==> src/rtl/json_chk_pkg.sv <==
package json_chk_pkg;

  typedef enum logic [3:0] {
    CC_WS, CC_DIGIT, CC_MINUS, CC_NUMX, CC_QUOTE, CC_COLON, CC_COMMA,
    CC_LBRACE, CC_RBRACE, CC_LBRACK, CC_RBRACK, CC_BSLASH, CC_OTHER
  } cclass_t;

  typedef enum logic [2:0] {
    EC_NONE       = 3'd0,
    EC_UNEXPECTED = 3'd1,
    EC_MISMATCH   = 3'd2,
    EC_OVERFLOW   = 3'd3,
    EC_UNDERFLOW  = 3'd4
  } ecode_t;

  typedef enum logic [3:0] {
    ST_TOP, ST_OBJ_FIRST, ST_OBJ_KEY, ST_KEY, ST_KEY_ESC, ST_COLON,
    ST_VALUE, ST_ARR_FIRST, ST_STR, ST_STR_ESC, ST_NUM, ST_AFTER, ST_ERR
  } ctx_t;

  localparam logic KIND_OBJ = 1'b0;
  localparam logic KIND_ARR = 1'b1;

  function automatic cclass_t classify(input logic [7:0] b);
    case (b)
      8'h20, 8'h09, 8'h0a, 8'h0d:       return CC_WS;
      8'h2d:                            return CC_MINUS;
      8'h2b, 8'h2e, 8'h65, 8'h45:       return CC_NUMX;
      8'h22:                            return CC_QUOTE;
      8'h3a:                            return CC_COLON;
      8'h2c:                            return CC_COMMA;
      8'h7b:                            return CC_LBRACE;
      8'h7d:                            return CC_RBRACE;
      8'h5b:                            return CC_LBRACK;
      8'h5d:                            return CC_RBRACK;
      8'h5c:                            return CC_BSLASH;
      default: return (b >= 8'h30 && b <= 8'h39) ? CC_DIGIT : CC_OTHER;
    endcase
  endfunction

  function automatic logic is_open(input cclass_t c);
    return (c == CC_LBRACE) || (c == CC_LBRACK);
  endfunction

  function automatic logic is_close(input cclass_t c);
    return (c == CC_RBRACE) || (c == CC_RBRACK);
  endfunction

  // container kind named by an opening or closing character
  function automatic logic bracket_kind(input cclass_t c);
    return (c == CC_LBRACK) || (c == CC_RBRACK);
  endfunction

  function automatic logic starts_number(input cclass_t c);
    return (c == CC_DIGIT) || (c == CC_MINUS);
  endfunction

  function automatic logic continues_number(input cclass_t c);
    return (c == CC_DIGIT) || (c == CC_MINUS) || (c == CC_NUMX);
  endfunction

endpackage

==> src/rtl/json_ctx_fsm.sv <==
module json_ctx_fsm
  import json_chk_pkg::*;
#(
  parameter int DEPTH = 16
) (
  input  logic                        clk,
  input  logic                        rst,
  input  logic                        sof,
  input  logic                        in_valid,
  input  cclass_t                     cls,
  input  logic                        top_kind,
  input  logic [$clog2(DEPTH+1)-1:0]  depth,
  input  logic                        full,
  input  logic                        empty,
  output logic                        push,
  output logic                        pop,
  output logic                        push_kind,
  output logic                        err_flag,
  output ecode_t                      err_code,
  output logic                        done
);
  localparam int DW = $clog2(DEPTH + 1);

  ctx_t   st, nxt;
  logic   err_q;
  ecode_t code_q;
  logic   bad;
  ecode_t bad_code;
  logic   want_open, want_close, illegal;

  always_comb begin
    nxt        = st;
    want_open  = 1'b0;
    want_close = 1'b0;
    illegal    = 1'b0;
    if (in_valid && !sof && !rst) begin
      case (st)
        ST_TOP: begin
          if (is_open(cls)) want_open = 1'b1;
          else if (is_close(cls)) want_close = 1'b1;
          else if (cls != CC_WS) illegal = 1'b1;
        end
        ST_OBJ_FIRST: begin
          if (cls == CC_QUOTE) nxt = ST_KEY;
          else if (is_close(cls)) want_close = 1'b1;
          else if (cls != CC_WS) illegal = 1'b1;
        end
        ST_OBJ_KEY: begin
          if (cls == CC_QUOTE) nxt = ST_KEY;
          else if (cls != CC_WS) illegal = 1'b1;
        end
        ST_KEY: begin
          if (cls == CC_BSLASH) nxt = ST_KEY_ESC;
          else if (cls == CC_QUOTE) nxt = ST_COLON;
        end
        ST_KEY_ESC: nxt = ST_KEY;
        ST_COLON: begin
          if (cls == CC_COLON) nxt = ST_VALUE;
          else if (cls != CC_WS) illegal = 1'b1;
        end
        ST_VALUE, ST_ARR_FIRST: begin
          if (cls == CC_QUOTE) nxt = ST_STR;
          else if (starts_number(cls)) nxt = ST_NUM;
          else if (is_open(cls)) want_open = 1'b1;
          else if (is_close(cls) && st == ST_ARR_FIRST) want_close = 1'b1;
          else if (cls != CC_WS) illegal = 1'b1;
        end
        ST_STR: begin
          if (cls == CC_BSLASH) nxt = ST_STR_ESC;
          else if (cls == CC_QUOTE) nxt = ST_AFTER;
        end
        ST_STR_ESC: nxt = ST_STR;
        ST_NUM, ST_AFTER: begin
          if (st == ST_NUM && continues_number(cls)) nxt = ST_NUM;
          else if (cls == CC_WS) nxt = ST_AFTER;
          else if (cls == CC_COMMA) nxt = (top_kind == KIND_OBJ) ? ST_OBJ_KEY : ST_VALUE;
          else if (is_close(cls)) want_close = 1'b1;
          else illegal = 1'b1;
        end
        default: nxt = st;
      endcase
    end
  end

  always_comb begin
    push      = 1'b0;
    pop       = 1'b0;
    push_kind = bracket_kind(cls);
    bad       = 1'b0;
    bad_code  = EC_NONE;
    done      = 1'b0;
    if (illegal) begin
      bad = 1'b1; bad_code = EC_UNEXPECTED;
    end else if (want_open) begin
      if (full) begin
        bad = 1'b1; bad_code = EC_OVERFLOW;
      end else begin
        push = 1'b1;
      end
    end else if (want_close) begin
      if (empty) begin
        bad = 1'b1; bad_code = EC_UNDERFLOW;
      end else if (top_kind != bracket_kind(cls)) begin
        bad = 1'b1; bad_code = EC_MISMATCH;
      end else begin
        pop  = 1'b1;
        done = (depth == DW'(1));
      end
    end
  end

  always_ff @(posedge clk) begin
    if (rst || sof) begin
      st     <= ST_TOP;
      err_q  <= 1'b0;
      code_q <= EC_NONE;
    end else if (bad) begin
      st     <= ST_ERR;
      err_q  <= 1'b1;
      code_q <= bad_code;
    end else if (push) begin
      st <= (cls == CC_LBRACE) ? ST_OBJ_FIRST : ST_ARR_FIRST;
    end else if (pop) begin
      st <= done ? ST_TOP : ST_AFTER;
    end else begin
      st <= nxt;
    end
  end

  assign err_flag = err_q | bad;
  assign err_code = err_q ? code_q : bad_code;
endmodule

==> config.mk <==
export PLATFORM = sky130hd
export DESIGN_NAME = json_ctx_fsm
export DESIGN_NICKNAME = d
export VERILOG_FILES = /design/src/rtl/json_chk_pkg.sv /design/src/rtl/json_ctx_fsm.sv
export SDC_FILE = /design/constraint.sdc
export NUM_CORES = 1
export LEC_CHECK = 0
export BUFFER_PORTS_ARGS = -buffer_cell sky130_fd_sc_hd__buf_2
export CORE_MARGIN = 2
export CORE_UTILIZATION = 39
export CTS_CLUSTER_SIZE = 10
export DETAILED_ROUTE_END_ITERATION = 10
export PLACE_DENSITY = 0.63
export RECOVER_POWER = 100
export SYNTH_ARGS = -nofsm -noshare
export SYNTH_HDL_FRONTEND = slang
export SYNTH_SLANG_ARGS = --single-unit
==> constraint.sdc <==
create_clock -name clk -period 4.4 [get_ports clk]
set_clock_uncertainty 0.2 [all_clocks]
set_input_delay 0.44 -clock clk [delete_from_list [all_inputs] [get_ports clk]]
set_output_delay 0.44 -clock clk [all_outputs]
set_load 0.01 [all_outputs]
==> After elaboration in Yosys (flattened, before gate mapping) <==
Cells that the tools add are included.
{ "totals": {"reg_bits": 8, "in_bits": 16, "word_cells": 144} }
{ "classes": {"eq_ne": 36, "reduce_logical": 25, "muxes": 78, "bitwise": 1} }
{ "ops": {"columns": ["cell", "count"], "rows": [
  ["two-way mux 4 bit", 16],
  ["two-way mux 1 bit", 49],
  ["== test 4 x 3 -> 1 bit, second input constant", 8],
  ["== test 4 bit, second input constant", 8],
  ["one-hot mux 4 bit (8 select lines)", 1],
  ["inequality test 6 bit, second input constant", 4],
  ["two-way mux 3 bit", 7],
  ["inequality test 5 bit, second input constant", 4],
  ["== test 4 x 2 -> 1 bit, second input constant", 4],
  ["AND reduction 8 bit", 2],
  ["nonzero test 11 bit", 1],
  ["nonzero test 10 bit", 1],
  ["== test 4 x 1 -> 1 bit, second input constant", 2],
  ["zero test 4 bit", 2],
  ["nonzero test 4 bit", 2],
  ["OR reduction 2 bit", 4],
  ["inequality test 7 bit, second input constant", 1],
  ["logical OR 1 bit", 6],
  ["one-hot mux 1 bit (6 select lines)", 1],
  ["== test 5 x 1 -> 1 bit, second input constant", 1],
  ["inequality test 5 x 1 -> 1 bit, second input constant", 1],
  ["logical AND 1 bit", 4],
  ["two-way mux 2 bit", 2],
  ["inequality test 4 x 1 -> 1 bit, second input constant", 1],
  ["other kinds (7)", 8]
]} }

==> Longest topological paths before layout <==
{ "logic_depth": {"depth_word": 16, "depth_mapped": 8, "ltp_nobuf": 6} }

==> Worst setup path after synthesis <==
OpenSTA, ideal clock, no wires.
{ "synth_path": {"path_type": "input to output", "startpoint": "in cls[0]", "endpoint": "out err_code[0]", "n_path_buf": 2, "required_time_ns": 3.760, "cell_stages": 8, "slack_ns": 1.869, "t_arrival_ns": 1.891, "cell_sequence": "buf_2 -> buf_4 -> nor2_1 -> a211oi_1 -> a2111o_1 -> o2111ai_2 -> nand2_1 -> mux2_2"} }
{ "synth_via": {"elab_chain_len": 13} }
{ "synth_lines": {"columns": ["element", "line", "rtl"], "rows": [
  ["start: declaration", "json_ctx_fsm.sv:10", "input cclass_t cls,"],
  ["== test 4 bit", "json_chk_pkg.sv:46", "return (c == CC_RBRACE) || (c == CC_RBRACK);"],
  ["logical OR 1 bit", "json_chk_pkg.sv:46", null],
  ["logical AND 1 bit", "json_ctx_fsm.sv:65", "else if (is_close(cls) && st == ST_ARR_FIRST) want_close = 1'b1;"],
  ["two-way mux 1 bit", "json_ctx_fsm.sv:65", null],
  ["two-way mux 1 bit", "json_ctx_fsm.sv:64", "else if (is_open(cls)) want_open = 1'b1;"],
  ["two-way mux 1 bit", "json_ctx_fsm.sv:63", "else if (starts_number(cls)) nxt = ST_NUM;"],
  ["two-way mux 1 bit", "json_ctx_fsm.sv:62", "if (cls == CC_QUOTE) nxt = ST_STR;"],
  ["one-hot mux 1 bit (4 select lines)", "json_ctx_fsm.sv:37", "case (st)"],
  ["two-way mux 1 bit", "json_ctx_fsm.sv:36", "if (in_valid && !sof && !rst) begin"],
  ["two-way mux 3 bit", "json_ctx_fsm.sv:100", "end else if (want_close) begin"],
  ["two-way mux 3 bit", "json_ctx_fsm.sv:94", "end else if (want_open) begin"],
  ["two-way mux 3 bit *", "json_ctx_fsm.sv:92", "if (illegal) begin"],
  ["two-way mux 3 bit *", "json_ctx_fsm.sv:131", "assign err_code = err_q ? code_q : bad_code;"],
  ["end: declaration", "json_ctx_fsm.sv:19", "output ecode_t err_code,"]
]} }
Mark *: on every way between the ends. The rest lies on a longest branch, timed or not.

==> Worst setup path after layout <==
Ends and elaborated chain as after synthesis.

==> impl_metrics.yaml <==
run_status:
  status: "complete, no violations"
sta:
  hold_ws_ns: 0.277
  tightest_slew_ns: 0.733
  hold_violations: 0
  fin_crit_ns: 3.42
  fin_crit_sh_pct: 77.8
  finalMaxSlewViolations: 0
  relSlewSlack_pct: 51.2
  fin_tns_setup_ns: 0
  setup_viol: 0
  grt_setup_unrepaired: "false"
  fmax_mhz: 292
synth:
  synth_cell_types: 62
  synth_mux_area_share_pct: 4.54
  post_synth_main_area_contributors: "dfxtp_1 14%, nor2_1 3.9%, a211oi_1 3.2%"
  yosys.area_share.simple_pct: 32.3
  async_reset_ff_share_pct: 0
  synth_seq_area_share_pct: 13.8
  synthXorXnorAreaFrac_pct: 4.54
  synth_fa_ha_area_share_pct: 0
  synth_top_area_share_pct: 13.8
  netlist_top_cells_count: "12 x nor2_1, 8 x dfxtp_1, 7 x buf_2"
  synth_area_sq_mm: 0.00116
  avgSynthCellArea_sq_um: 7.66
  yosys_register_bits: 8
  ys.flop_type: "dfxtp_1"
  synth_top_family_by_area: "compound AO/OA/AOI/OAI gates"
  synth_compound_area_share_pct: 37.2
  syn_inst: 151
  yosysTopAreaCell: "dfxtp_1"
  synth_nets: 167
  yosysWarnings: 0
  synth_edf_count: 0
  synth_most_common_cell: "nor2_1"
clock_tree:
  clkTransAtPathRegs_ns: 0.06
  post-cts-setup-buffers: 0
  cts-resized-gates: 0
  cts_num_sinks: 8
  cts_buffers: 3
  worstSkewPairLatency_ns: 0.25
  ctsHoldBuffers: 0
  ctsRootBufferMaster: "clkbuf_4"
  tritoncts: "yes"
  h-tree-depth: 1
  clockBufferDepth: 2
floorplanning:
  core_area_sq_mm: 0.00278
  die_area_sq_mm: 0.00342
  rows: 19
  initial_core_util_pct: 41.6
  ios: 24
  dieHeight_um: 58.5
  fp.dieW_um: 58.5
placement:
  port_buffers: 23
  gp_congestion: 0.832
  placed_area_sq_mm: 0.00125
  dp_hpwl_um: 2300
worst_setup_path:
  cp-start-kind: "input pin"
  critPathTopFamily: "compound AO/OA/AOI/OAI gates"
  slowest_stage: "o2111ai_1"
  cp_data_required_time_ns: 3.76
  worstPathCellList: "clkbuf_1, or3b_1, o2111ai_1, a21boi_1, o2111ai_1, nand2_1, mux2_2, buf_2"
  critPathBufInv: 2
  critPathCaptureType: "primary output"
  worstSetupPathType: "input pin to primary output"
  path_max_fanout: 20
  path_common_cell: "o2111ai_1"
  cp_slowest_stage_delay_ns: 0.55
  crit_arrival_ns: 2.78
cells_and_area:
  final_nets: 184
  antenna_cells: 0
  drive_gt1_share_pct: 17.5
  n_fill_cell: 273
  stdcell_area_sq_mm: 0.00124
  area_growth_pct: 7.35
detailed_routing:
  via_per_inst: 6.46
  avgRoutedWirePerCell_um: 15.3
  route.detailed.drc: 0
  wirelength_um: 3020
  drtAntennaViolNets: 0
  vias: 1272
  drtPass1Iterations: 4
  drtIter0Drc: 41
grt:
  antenna_found_initial: 0
  overflow: 0
  grt_start_max_net_pins: 21
  grt_pass1_wl_um: 4840
  grt_pass1_vias: 1117
  track_usage_pct: 17.9
pwr:
  sw_frac_of_total_pct: 33.7
  internal_power_uw: 131
  irDropWorstVdd_mv: 0.166
  seqPwrFrac_pct: 40.9
  clkPwrFrac_pct: 28.5
  cellPowerDensity_mw_per_mm2: 159
  power_switching_uw: 66.7
  p_leak_nw: 0.452
  power_uw: 198
  comb_power_share_pct: 30.6
hold_path:
  hold_path_class: "register to register"
run:
  cap_viol_max_count: 0
## placed cells by master, fill, tap and decap left out, drive strengths merged, types with 2 or more instances in the layout
cell type,count
a21o,2
nand3,5
o22ai,4
o211ai,2
o22a,2
nand2b,4
or2,2
o2111ai,3
nor2b,2
xor2,2
a21oi,6
nand3b,3
nand2,7
and4b,2
clkbuf,8
dfxtp,8
or3b,2
a31oi,2
a211o,4
nor4bb,2
xnor2,4
o21ai,8
mux2,2
mux2i,3
nor4,3
buf,18
nor2,13
o21a,4
a211oi,6
nor3,4
a22oi,2
nor4b,3
inv,6
nor3b,2
## metrics by stage
step	cells	setup slack, ns	util (%)
3_3_place_gp	194	1.44	44.8
5_1_grt	197	0.750	44.7
3_5_place_dp	194	1.40	44.8
4_1_cts	197	1.21	45.6
2_1_floorplan	151	1.87	-
6_report	197	0.977	44.7
## cells by family after synthesis
| family | count (synthesis) |
|---|---|
| AND/OR/NAND/NOR | 59 |
| buffers and inverters | 17 |
| multiplexers | 5 |
| AO/OA/AOI/OAI | 56 |
| XOR/XNOR | 6 |
| flip-flops | 8 |
## power groups by stage
stage	clock network, mW	registers, mW	logic [mW]
2_1_floorplan	0	0.0770	0.0503
3_5_place_dp	0	0.0825	0.0617
6_report	0.0563	0.0810	0.0606
3_3_place_gp	0	0.0827	0.0607
4_1_cts	0.0578	0.0809	0.0620
5_1_grt	0.0622	0.0815	0.0665
## state kept, by name (all words and copies together), names as in the netlist
register,count
err_q,1
st,4
code_q,3
## worst paths after layout
check,start,end,slack [ns],cells past startpoint
max reg2reg,st[1],st[2],1.56,6
max,cls[0],err_code[0],0.98,8
min reg2reg,code_q[1],code_q[1],0.28,2
min,code_q[1],code_q[1],0.28,2
## metal layers
metal | GRT usage, % | vias up | share of wire (%)
li1 | - | 621 | -
met5 | 0 | - | 0
met4 | 6.64 | 0 | 1.9
met1 | 23.0 | 596 | 44
met3 | 3.30 | 8 | 5.9
met2 | 29.7 | 47 | 49
## layout make-up
cell class / count / area, sq um / area share (%)
clock buffers: 3 / 22.5 / 1.81
multi-input cells: 126 / 890 / 71.6
well taps: 31 / 38.8 / 3.12
flip-flops and latches: 8 / 160 / 12.9
repair buffers: 23 / 109 / 8.76
inverters: 6 / 22.5 / 1.81
## worst register-to-register path: cells and delay by family (launching register included)
| kind | cells | cell delay [ns] |
|---|---|---|
| flip-flops | 1 | 0.67 |
| AO/OA/AOI/OAI | 4 | 1.50 |
| AND/OR/NAND/NOR | 2 | 0.36 |
Power figures use the tool's default switching activity.
